**src/rtl/rtc_trim_pkg.sv**
```systemverilog
package rtc_trim_pkg;
  typedef struct packed {
    logic       fast;
    logic [4:0] mag;
  } trim_code_t;

  localparam int MAG_MAX = 31;
endpackage

```
**src/rtl/trim_spreader.sv**
```systemverilog
module trim_spreader
  import rtc_trim_pkg::*;
#(
  parameter int DIV        = 32768,
  parameter int PERIOD_SEC = 3840,
  parameter int POS_UNIT   = 512,
  parameter int NEG_UNIT   = 256
) (
  input  logic       clk,
  input  logic       rst_n,
  input  logic       osc_tick,
  input  logic [5:0] cal_code,
  output logic [5:0] act_code,
  output logic       period_wrap,
  output logic       ev_fast,
  output logic       ev_slow
);
  localparam int N  = DIV * PERIOD_SEC;
  localparam int PW = $clog2(N);
  localparam int AW = PW + 2;

  trim_code_t       act;
  logic [PW-1:0]    pcnt;
  logic [AW-1:0]    acc;
  logic [AW-1:0]    e_amt;
  logic [AW-1:0]    sum;
  logic             hit;

  always_comb begin
    e_amt = AW'(act.mag) * (act.fast ? AW'(POS_UNIT) : AW'(NEG_UNIT));
    sum   = acc + e_amt;
    hit   = (sum >= AW'(N));
  end

  assign period_wrap = osc_tick && (pcnt == PW'(N - 1));
  assign ev_fast     = osc_tick && hit && act.fast;
  assign ev_slow     = osc_tick && hit && !act.fast;
  assign act_code    = act;

  always_ff @(posedge clk) begin
    if (!rst_n) begin
      pcnt <= '0;
      acc  <= '0;
      act  <= '0;
    end else if (osc_tick) begin
      if (period_wrap) begin
        pcnt <= '0;
        acc  <= '0;
        act  <= trim_code_t'(cal_code);
      end else begin
        pcnt <= pcnt + 1'b1;
        acc  <= hit ? (sum - AW'(N)) : sum;
      end
    end
  end
endmodule

```
**src/rtl/trim_divider.sv**
```systemverilog
module trim_divider #(
  parameter int DIV = 32768
) (
  input  logic clk,
  input  logic rst_n,
  input  logic osc_tick,
  input  logic ev_fast,
  input  logic ev_slow,
  output logic pps
);
  localparam int CW = $clog2(DIV) + 1;

  logic [CW-1:0] cnt;
  logic [CW-1:0] step;
  logic [CW-1:0] nxt;
  logic          roll;

  always_comb begin
    if (ev_fast)      step = CW'(2);
    else if (ev_slow) step = '0;
    else              step = CW'(1);
    nxt  = cnt + step;
    roll = (nxt >= CW'(DIV));
  end

  always_ff @(posedge clk) begin
    if (!rst_n) begin
      cnt <= '0;
      pps <= 1'b0;
    end else begin
      pps <= osc_tick && roll;
      if (osc_tick) cnt <= roll ? (nxt - CW'(DIV)) : nxt;
    end
  end
endmodule

```
**src/rtl/trim_tone.sv**
```systemverilog
module trim_tone #(
  parameter int TONE_TAP = 5
) (
  input  logic clk,
  input  logic rst_n,
  input  logic osc_tick,
  input  logic test_en,
  input  logic sec_read,
  input  logic freeze_rd,
  input  logic sec_lsb,
  output logic tone,
  output logic lsb_out
);
  logic [TONE_TAP:0] raw;

  always_ff @(posedge clk) begin
    if (!rst_n)        raw <= '0;
    else if (osc_tick) raw <= raw + 1'b1;
  end

  assign tone    = raw[TONE_TAP];
  assign lsb_out = (test_en && sec_read && !freeze_rd) ? tone : sec_lsb;
endmodule

```
**src/rtl/rtc_rate_trim.sv**
```systemverilog
module rtc_rate_trim #(
  parameter int DIV        = 32768,
  parameter int PERIOD_SEC = 3840,
  parameter int POS_UNIT   = 512,
  parameter int NEG_UNIT   = 256,
  parameter int TONE_TAP   = 5
) (
  input  logic       clk,
  input  logic       rst_n,
  input  logic       osc_tick,
  input  logic [5:0] cal_code,
  input  logic       test_en,
  input  logic       sec_read,
  input  logic       freeze_rd,
  input  logic       sec_lsb,
  output logic       pps,
  output logic       lsb_out
);
  logic [5:0] act_code;
  logic       period_wrap;
  logic       ev_fast;
  logic       ev_slow;
  logic       tone;

  trim_spreader #(
    .DIV(DIV), .PERIOD_SEC(PERIOD_SEC), .POS_UNIT(POS_UNIT), .NEG_UNIT(NEG_UNIT)
  ) u_spread (
    .clk(clk), .rst_n(rst_n), .osc_tick(osc_tick), .cal_code(cal_code),
    .act_code(act_code), .period_wrap(period_wrap),
    .ev_fast(ev_fast), .ev_slow(ev_slow)
  );

  trim_divider #(.DIV(DIV)) u_div (
    .clk(clk), .rst_n(rst_n), .osc_tick(osc_tick),
    .ev_fast(ev_fast), .ev_slow(ev_slow), .pps(pps)
  );

  trim_tone #(.TONE_TAP(TONE_TAP)) u_tone (
    .clk(clk), .rst_n(rst_n), .osc_tick(osc_tick), .test_en(test_en),
    .sec_read(sec_read), .freeze_rd(freeze_rd), .sec_lsb(sec_lsb),
    .tone(tone), .lsb_out(lsb_out)
  );
endmodule

```
**config.mk**
```make
export PLATFORM = sky130hd
export DESIGN_NAME = rtc_rate_trim
export DESIGN_NICKNAME = d
export VERILOG_FILES = /design/src/rtl/rtc_trim_pkg.sv /design/src/rtl/trim_spreader.sv /design/src/rtl/trim_divider.sv /design/src/rtl/trim_tone.sv /design/src/rtl/rtc_rate_trim.sv
export SDC_FILE = /design/constraint.sdc
export NUM_CORES = 1
export LEC_CHECK = 0
export BUFFER_PORTS_ARGS = -buffer_cell sky130_fd_sc_hd__buf_2
export CAP_MARGIN = 40
export CORE_ASPECT_RATIO = 0.75
export CORE_MARGIN = 2
export CORE_UTILIZATION = 47
export DETAILED_ROUTE_END_ITERATION = 6
export PLACE_DENSITY = 0.64
export SLEW_MARGIN = 20
export SYNTH_ARGS = -nofsm -noshare
export SYNTH_HDL_FRONTEND = slang
export SYNTH_SLANG_ARGS = --single-unit
```
**constraint.sdc**
```tcl
create_clock -name clk -period 5.1 [get_ports clk]
set_input_delay 1.02 -clock clk [delete_from_list [all_inputs] [get_ports clk]]
set_output_delay 1.02 -clock clk [all_outputs]
set_load 0.01 [all_outputs]
```
==> qor.csv, run 1 <==
metric,value,unit
worst hold endpoint,u_spread.acc[13],
num ports,15,
grt total ovfl,0,
Max Freq,204,MHz
layout cells sized above 1,18.7,%
register area,1550,sq um
post-layout min period,4.91,ns
multiplexer area fraction after synthesis,3.68,%
combinational fraction of design power,4.6,%
dominant synthesized flop cell,dfxtp_1,
Startpoint Class,register,
clk slew on worst S/H paths,0.06,ns
P_leak,0.00210,uW
"EDFF count, synth",0,
Bufs on Longest Clock Path,2,
Reg2Reg Launch Point,u_spread.act_code[5],
PnR worst setup slack,0.194,ns
Crit Path Class,reg2reg,
Slew Limit Fails,0,
synth warn,0,
Ant. Diodes,0,
crit path buf inv count,3,
synth unique cells,72,
most frequent cells in the layout,"dfxtp_1, nor2_1, nand2_1",
Async SR Flop Fraction,0,%
Peak VDD IR,0.158,mV
simple-gate share of the synthesized area,25.4,%
Post-Route WL,9.33,mm
TritonCTS Buffers,9,
CTS tree,yes,
Min-Delay Path Depth,1,
H-tree levels,3,
hold_sp,u_spread.acc[13],
Area growth syn-to-layout,15.5,%
Port Buffers,14,
Die H,89.0,um
sequential area share after synthesis,34.1,%
adder-cell share of the synthesized area,8.30,%
Mapped Area,4520,sq um
FILL cells,838,
drt wl/cell,14.0,um
WL met3,408,um
post-DP HPWL,6.52,mm
Synth Area in Compound Gates,14.1,%
Die Width,117,um
Initial Util,49.2,%
largest family of logic cells by synthesized area,simple AND/OR/NAND/NOR gates,
Final period util,96.2,%
gr usage total,18.5,%
RR Endpoint,u_div.cnt[9],
multi-input logic area,2870,sq um
num rows,30,
"slowest stage delay, CP",0.52,ns
largest net degree at the start of global routing,38,
Net Sw Frac,22.7,%
pwr dens,254,nW/um^2
Most common cell on crit path,ha_1,
initial antenna violation count,0,
"CP delay by family, top",adder cells,
vias per inst,5.37,
post-route ant nets,0,
"most common cell after layout, fill and taps aside",dfxtp_1,
largest fanout on the critical path,8,
drt pass-1 iters,5,
Sink Count,77,
Floorplan Core Area,9200,sq um
R2R setup slack,0.19,ns
die area,10400,sq um
"Hold Violations, Final",0,
Tightest Hold Check Type,reg2reg,
nets,574,
syn_area_per_cell,8.99,sq um
Critical Path Slowest Stage Cell,fa_1,
Worst Path Arrival,5.14,ns
chain of cells forming the critical path,and2_1 -> ha_1 -> ha_1 -> fa_1 -> ha_1 -> a211o_1 -> a211o_4 -> clkbuf_2 -> nand2_1 -> a211o_2 -> nand4_4 -> o211ai_4 -> nand3_2 -> inv_1 -> ha_1 -> a21oi_1 -> or2_2 -> nor3_2 -> buf_4 -> nand2_1 -> xnor2_1 -> and2_1,
Clk pwr share,49.3,%
Int Power,1030,uW
Metal-1 WL,4.80,mm
Fin Clk Skew,0.00748,ns
Final setup viols,0,
cell count after synthesis,503,
detailed-route DRC error count,0,
number of DRC markers in iteration 0,223,
worst reg-to-reg path cell count,22,
critical path depth in cells,22,
Least-Margin Pin Slew,0.800,ns
Switching Power,301,uW
max_cap viols,0,
total power,1330,uW
Synth Net Count,543,
critical path required time,5.33,ns
Skew-Pair Late Insertion Delay,0.34,ns
post-synthesis xor/xnor area fraction,10.1,%
Worst setup EP type,register,
via count,3580,
sequential fraction of design power,46.1,%
routability cong.,0.877,
first-pass GRT wire length,15.2,mm
Synth Register Bits,77,
Clock Tree Root,clkbuf_16,
Slew headroom,46.6,%
Highest Signal Layer,met4,
status,"finished, final reports clean",
vias in the first global route,3247,
met2 wire len,4.02,mm
Place WS,-0.132,ns
[worst max path at each step]
stage | from | end | slack [ns]
after CTS | u_spread.act_code[5] | u_div.cnt[10] | 0.02
final | u_spread.act_code[5] | u_div.cnt[9] | 0.19
after floorplan | u_spread.act_code[5] | u_div.cnt[12] | 0.04
after detailed placement | u_spread.act_code[5] | u_div.cnt[10] | -0.13
after global routing | u_spread.act_code[5] | u_div.cnt[9] | -0.03
after global placement | u_spread.act_code[5] | u_div.cnt[12] | 0.02
[kinds of logic after synthesis]
kind of cell | Yosys count
flops | 77
other cells | 1
mux | 16
fa+ha+maj | 27
compound gates | 80
xor+xnor | 52
buf+inv | 37
simple gates | 213
[worst reg2reg max path, stage by stage (launching register included)]
cell and delay, ns:
dfxtp_4 0.37, and2_1 0.14, ha_1 0.27, ha_1 0.22, fa_1 0.52, ha_1 0.34
a211o_1 0.37, a211o_4 0.41, clkbuf_2 0.19, nand2_1 0.14, a211o_2 0.17, nand4_4 0.10
o211ai_4 0.23, nand3_2 0.13, inv_1 0.09, ha_1 0.12, a21oi_1 0.07, or2_2 0.34
nor3_2 0.12, buf_4 0.15, nand2_1 0.06, xnor2_1 0.12, and2_1 0.15
[metrics by stage]
step / area (sq um) / cells / setup TNS [ns] / hold slack (ns) / utilization, %
floorplan: 4530 / 503 / 0 / 0.442 / -
global placement: 4800 / 646 / 0 / 0.460 / 52.2
detailed placement: 4800 / 646 / -0.469 / 0.464 / 52.2
CTS: 5120 / 663 / 0 / 0.481 / 55.7
global route: 5220 / 667 / -0.0347 / 0.505 / 56.8
finish: 5220 / 667 / 0 / 0.477 / 56.8
[layer usage]
layer	vias to the layer above	global-route usage [%]
met5	-	0
met4	0	5.35
met3	11	4.68
met2	59	27.4
met1	1667	26.7
li1	1843	-
[area by class of cell]
type                    instances  share of cell area [%]
clock buffers                  10                    4.57
clock inverters                 6                    1.32
inverters                      14                    1.01
multi-input cells             389                    55.0
flip-flops and latches         77                    29.6
well taps                     128                    3.07
repair buffers                 43                    5.46
[timing repair]
| item | CTS | global route |
|---|---|---|
| hold buffers | 0 | 0 |
| endpoints found under the hold margin | 0 | 0 |
| pin swaps | 1 | 6 |
| endpoints found under the setup margin | 6 | 9 |
| buffers inserted | 1 | 4 |
| resized for setup | 3 | 18 |
[Yosys cell counts, drive strengths merged (2+ instances only)]
library cell,count,area [sq um]
nand4b,2,17.5
and2,19,119
ha,22,275
nor4,7,50.1
and4,4,37.5
inv,14,52.6
buf,12,91.3
or4,4,33.8
a221oi,2,35.0
o21ai,17,88.8
a211oi,2,27.5
and3,9,62.6
a21boi,8,60.1
nand2b,6,37.5
nor2b,14,87.6
mux2,5,56.3
clkbuf,11,51.3
nand3,20,100
nor3,9,45.0
dfxtp,77,1540
mux2i,11,110
fa,5,100
or3,6,38.8
o211a,2,20.0
a21o,5,45.0
xor2,21,184
nand4,18,128
a22oi,2,15.0
or2,3,18.8
nor4b,2,17.5
a31oi,2,12.5
xnor2,31,272
nand2,42,160
a21oi,8,40.0
nor2,45,169
a22o,9,80.1
o211ai,6,63.8
o21a,4,30.0
a211o,3,27.5
o31ai,5,42.5
[power groups by stage]
stage               clock network, uW  registers, uW  logic [uW]
global route                      705            613        67.8
finish                            656            613        60.8
CTS                               670            613        60.1
floorplan                           0            625        44.4
global placement                    0            626        57.6
detailed placement                  0            627        59.6
[sequential cells by signal (all words and copies together) (netlist names)]
signal             count
u_div.cnt             16
u_div.pps              1
u_spread.acc          21
u_spread.act_code      6
u_spread.pcnt         27
u_tone.raw             6
No activity file was read; power rests on OpenSTA's default activity.
==> inputs of run 2 (changes only) <==
clock period = 4.5 ns   (was 5.1 ns; I/O delays follow)
==> qor.csv, run 2 (synthesis gave the netlist of run 1 again) <==
metric,value,unit,change
status,"complete, but fails checks",,
failing checks,setup timing,,
Most common cell on crit path,ha_4,,
initial antenna violation count,0,,unchanged
grt total ovfl,0,,unchanged
crit path buf inv count,2,,-1
final non-filler cell total,698,,+4.6%
layout cells sized above 1,27.9,%,+9.2 points
Slew Limit Fails,0,,unchanged
vias per inst,5.39,,+0.34%
largest net degree at the start of global routing,38,,unchanged
largest fanout on the critical path,8,,unchanged
max_cap viols,0,,unchanged
nets,605,,+5.4%
first-pass GRT wire length,17.7,mm,+16%
die area,10400,sq um,unchanged
Peak VDD IR,0.200,mV,+27%
Worst Path Arrival,5.03,ns,-0.11 ns
chain of cells forming the critical path,and2_4 -> ha_4 -> fa_1 -> ha_4 -> ha_4 -> o211a_4 -> buf_6 -> a211o_4 -> o21a_1 -> o211ai_2 -> nand2_2 -> o211ai_4 -> nand3_2 -> buf_4 -> fa_2 -> nor3_4 -> nand2b_4 -> or3_1 -> a21boi_1,,
Critical Path Slowest Stage Cell,fa_1,,
Bufs on Longest Clock Path,2,,unchanged
Max Freq,210,MHz,+3.1%
Clock Tree Root,clkbuf_16,,
detailed-route DRC error count,0,,unchanged
Util after Layout,62.6,%,+5.8 points
Die Width,117,um,unchanged
via count,3759,,+5.0%
routability cong.,0.932,,+6.3%
H-tree levels,3,,unchanged
Least-Margin Pin Slew,0.707,ns,-0.0932 ns
Slew headroom,52.9,%,+6.3 points
P_leak,0.00232,uW,+11%
Fin Clk Skew,0.00550,ns,-0.00199 ns
gr usage total,21.7,%,+3.2 points
Tightest Hold Check Type,reg2reg,,
"slowest stage delay, CP",0.45,ns,-0.07 ns
critical path required time,4.77,ns,-0.56 ns
largest registers,"u_spread.pcnt (27), u_spread.acc (21), u_div.cnt (16)",,
hold_ws,0.483,ns,+0.00609 ns
Final setup viols,13,,+13
"CP delay by family, top",adder cells,,
Floorplan Core Area,9200,sq um,unchanged
Sink Count,77,,unchanged
Area growth syn-to-layout,27.2,%,
RSZ-0062 raised after global routing,true,,
max reg flops,27,,unchanged
Final period util,106,%,+9.5 points
Ant. Diodes,0,,unchanged
Post-Route WL,10.3,mm,+11%
"Most flops, register",u_spread.pcnt,,
post-DP HPWL,7.09,mm,+8.7%
CTS tree,yes,,
clk slew on worst S/H paths,0.06,ns,about the same
pwr dens,266,nW/um^2,+4.6%
TritonCTS Buffers,9,,unchanged
"Hold Violations, Final",0,,unchanged
number of DRC markers in iteration 0,175,,-22%
post-route ant nets,0,,unchanged
drt pass-1 iters,4,,-1
total power,1530,uW,+15%
PnR worst setup slack,-0.256,ns,-0.450 ns
Crit Path Class,reg2reg,,
"most common cell after layout, fill and taps aside",dfxtp_1,,
num ports,15,,unchanged
drt wl/cell,14.8,um,+5.7%
Initial Util,49.2,%,unchanged
Skew-Pair Late Insertion Delay,0.34,ns,about the same
Port Buffers,14,,unchanged
vias in the first global route,3762,,+16%
Die H,89.0,um,unchanged
Startpoint Class,register,,
num rows,30,,unchanged
register area,1550,sq um,about the same
placed cells,666,,+3.1%
most frequent cells in the layout,"dfxtp_1, buf_4, nor2_1",,
Worst setup EP type,register,,
TNS Setup,-2.53,ns,-2.53 ns
multi-input logic area,3150,sq um,+9.5%
post-layout min period,4.76,ns,-0.150 ns
FILL cells,765,,-8.7%
==> run 2: cell types whose count changed in the layout (fill, tap and decap cells not counted), moves of 3 or more <==
cell	previous run	this run
mux2_2	5	2
buf_4	28	55
nor3_2	3	0
ha_4	0	10
buf_6	0	5
ha_1	21	9
nand2_2	1	4
mux2_4	0	3
nand2_1	41	38
==> run 2: path summary, 6_finish.rpt <==
| path | startpoint | to | slack, ns | cells past startpoint |
|---|---|---|---|---|
| worst max-delay path | u_spread.act_code[5] | u_div.cnt[10] | -0.26 | 19 |
| worst min-delay path | u_spread.acc[13] | u_spread.acc[13] | 0.48 | 1 |
| worst max register to register | u_spread.act_code[5] | u_div.cnt[10] | -0.26 | 19 |
| worst min register to register | u_spread.acc[13] | u_spread.acc[13] | 0.48 | 1 |
==> run 2: layout make-up <==
| cell class | count | area share, % |
|---|---|---|
| sequential | 77 | 26.9 |
| multi-input combinational | 389 | 54.7 |
| clock buffer | 11 | 4.22 |
| inverter | 14 | 0.957 |
| clock inverter | 5 | 1.13 |
| tap | 128 | 2.78 |
| timing repair buffer | 74 | 9.37 |
==> run 2: worst register-to-register path: stages (launching register included) <==
cell	delay (ns)
dfxtp_4	0.37
and2_4	0.17
ha_4	0.26
fa_1	0.45
ha_4	0.30
ha_4	0.20
o211a_4	0.26
buf_6	0.12
a211o_4	0.37
o21a_1	0.22
o211ai_2	0.22
nand2_2	0.11
o211ai_4	0.23
nand3_2	0.12
buf_4	0.16
fa_2	0.36
nor3_4	0.19
nand2b_4	0.10
or3_1	0.34
a21boi_1	0.14
==> run 2: per-layer routing <==
metal	GRT usage [%]	routed length [um]
met4	5.13	80
met5	0	0
met1	29.4	5110
met2	34.7	4750
met3	6.10	387
==> run 2: stage by stage <==
step | instance area, sq um | setup slack, ns
after floorplan | 4680 | -0.0705
after global placement | 5090 | -0.324
after detailed placement | 5090 | -0.425
after CTS | 5600 | -0.282
after global routing | 5760 | -0.407
final | 5760 | -0.256
==> run 2: what timing repair did <==
action,CTS,global route
resized for setup,31,14
pin swaps,31,36
setup buffers,7,8
endpoints found under the setup margin,14,15
hold buffers,0,0
==> run 2: report_power, final <==
part / switching (uW) / leakage [uW] / internal (uW)
Sequential: 6.89 / 0.000623 / 688
Combinational: 46.5 / 0.00154 / 40.6
Clock: 298 / 0.000151 / 452
Total: 351 / 0.00232 / 1180
==> inputs of run 3 (changes only) <==
CTS_BUF_LIST = sky130_fd_sc_hd__clkbuf_4   (was unset)
TNS_END_PERCENT = 50   (was unset)
==> qor.csv, run 3 (synthesis gave the netlist of run 1 again) <==
metric,value,unit,change
PnR worst setup slack,-0.194,ns,+0.0617 ns
register area,1550,sq um,unchanged
Post-Route WL,10.5,mm,+1.2%
CTS tree,yes,,
post-route ant nets,0,,unchanged
R2R setup slack,-0.19,ns,+0.06 ns
Reg2Reg Launch Point,u_spread.act_code[5],,
max reg flops,27,,unchanged
Die Width,117,um,unchanged
failing checks,setup timing,,
Tightest Hold Check Type,reg2reg,,
"most common cell after layout, fill and taps aside",dfxtp_1,,
RR Endpoint,u_div.cnt[12],,
H-tree levels,3,,unchanged
Post-DP Area,5090,sq um,unchanged
largest registers,"u_spread.pcnt (27), u_spread.acc (21), u_div.cnt (16)",,
Startpoint Class,register,,
via count,3792,,+0.88%
post-layout min period,4.69,ns,-0.0617 ns
Ant. Diodes,0,,unchanged
Slew headroom,53.3,%,+0.43 points
Peak VDD IR,0.204,mV,+2.0%
clk slew on worst S/H paths,0.13,ns,+0.07 ns
crit path buf inv count,3,,+1
hold_sp,u_spread.acc[13],,
drt wl/cell,14.9,um,+0.95%
FILL cells,778,,+1.7%
Critical Path Slowest Stage Cell,fa_1,,
TritonCTS Buffers,9,,unchanged
Final setup viols,13,,unchanged
worst hold endpoint,u_spread.acc[13],,
worst reg-to-reg path cell count,21,,+2
post-route cell area,5640,sq um,-2.1%
P_leak,0.00224,uW,-3.2%
max_cap viols,0,,unchanged
vias per inst,5.42,,+0.59%
"slowest stage delay, CP",0.48,ns,+0.03 ns
num rows,30,,unchanged
Most common cell on crit path,ha_4,,
"Most flops, register",u_spread.pcnt,,
routability cong.,0.932,,unchanged
layout cells sized above 1,29.4,%,+1.5 points
status,"complete, but fails checks",,
Floorplan Core Area,9200,sq um,unchanged
Bufs on Longest Clock Path,2,,unchanged
drt pass-1 iters,4,,unchanged
Skew-Pair Late Insertion Delay,0.45,ns,+0.11 ns
gr usage total,21.8,%,+0.058 points
Final period util,104,%,-1.4 points
RSZ-0062 raised after global routing,true,,
largest net degree at the start of global routing,38,,unchanged
number of DRC markers in iteration 0,164,,-6.3%
vias in the first global route,3778,,+0.43%
Sink Count,77,,unchanged
"Hold Violations, Final",0,,unchanged
pwr dens,219,nW/um^2,-18%
Port Buffers,14,,unchanged
Fin Clk Skew,0.0116,ns,+0.00608 ns
chain of cells forming the critical path,and2_4 -> ha_4 -> fa_1 -> ha_4 -> ha_4 -> o211a_4 -> buf_6 -> a211o_4 -> a32oi_2 -> o31ai_4 -> buf_4 -> nand2_4 -> o211ai_4 -> nand2_1 -> ha_2 -> inv_2 -> fa_2 -> nor3_4 -> nand2b_4 -> or3_1 -> a21boi_1,,
Min-Delay Path Depth,1,,unchanged
most frequent cells in the layout,"dfxtp_1, buf_4, nor2_1",,
critical path required time,4.88,ns,+0.11 ns
Crit Path Class,reg2reg,,
Worst setup EP type,register,,
multi-input logic area,3180,sq um,+0.95%
Least-Margin Pin Slew,0.700,ns,-0.00645 ns
Slew Limit Fails,0,,unchanged
Initial Util,49.2,%,unchanged
Max Freq,213,MHz,+1.3%
detailed-route DRC error count,0,,unchanged
hold buffer count at CTS,0,,unchanged
grt total ovfl,0,,unchanged
Place WS,-0.425,ns,unchanged
initial antenna violation count,0,,unchanged
"CP delay by family, top",adder cells,,
largest fanout on the critical path,8,,unchanged
die area,10400,sq um,unchanged
num ports,15,,unchanged
Worst Path Arrival,5.08,ns,+0.05 ns
Die H,89.0,um,unchanged
Clock Tree Root,clkbuf_4,,
post-DP HPWL,7.09,mm,unchanged
first-pass GRT wire length,17.8,mm,+0.27%
nets,607,,+0.33%
Area growth syn-to-layout,24.6,%,
run 3: cell types whose count changed in the layout (fill, tap and decap cells not counted), moves of 2 or more:
cell,change
clkbuf_4,+10
clkbuf_16,-9
buf_4,+2
ha_1,-2
inv_1,-2
inv_2,+2
run 3: repair_timing:
| item | 4_1_cts | 5_1_grt |
|---|---|---|
| pin swaps | 21 | 21 |
| gates resized for setup | 29 | 26 |
| setup endpoints to repair | 14 | 15 |
| hold endpoints to repair | 0 | 0 |
| buffers inserted | 10 | 8 |
run 3: worst max-delay path by stage:
stage                          from            end  slack (ns)  cells after the start
2_1_floorplan  u_spread.act_code[5]  u_div.cnt[14]       -0.07                     20
3_3_place_gp   u_spread.act_code[5]  u_div.cnt[12]       -0.32                     22
3_5_place_dp   u_spread.act_code[5]  u_div.cnt[12]       -0.43                     22
4_1_cts        u_spread.act_code[5]  u_div.cnt[10]       -0.30                     16
5_1_grt        u_spread.act_code[5]  u_div.cnt[11]       -0.35                     22
6_report       u_spread.act_code[5]  u_div.cnt[12]       -0.19                     21
run 3: power by group:
part / total (uW) / switching (uW) / internal [uW]
logic: 91.3 / 48.3 / 43.0
clock network: 446 / 265 / 181
registers: 695 / 6.90 / 688
total: 1230 / 320 / 912
run 3: stage by stage:
stage	hold WS (ns)	power, uW	TNS [ns]	cells	util (%)
5_1_grt	0.523	1290	-3.65	700	61.3
4_1_cts	0.497	1240	-2.38	691	59.2
3_3_place_gp	0.459	787	-2.72	666	55.3
3_5_place_dp	0.464	789	-4.02	666	55.3
6_report	0.495	1230	-1.67	700	61.3
2_1_floorplan	0.442	764	-0.212	503	-
run 3: layout make-up:
| cell class | instances | share of cell area [%] |
|---|---|---|
| multi-input combinational | 389 | 56.4 |
| tap | 128 | 2.84 |
| inverter | 14 | 0.977 |
| clock buffer | 10 | 1.33 |
| clock inverter | 6 | 1.22 |
| timing repair buffer | 76 | 9.83 |
| sequential | 77 | 27.4 |
run 3: layer usage:
layer | vias up | GRT usage, % | routed length [um]
li1 | 1904 | - | -
met1 | 1807 | 29.4 | 5090
met2 | 68 | 34.8 | 4770
met3 | 13 | 6.31 | 485
met4 | 0 | 5.03 | 112
met5 | - | 0 | 0
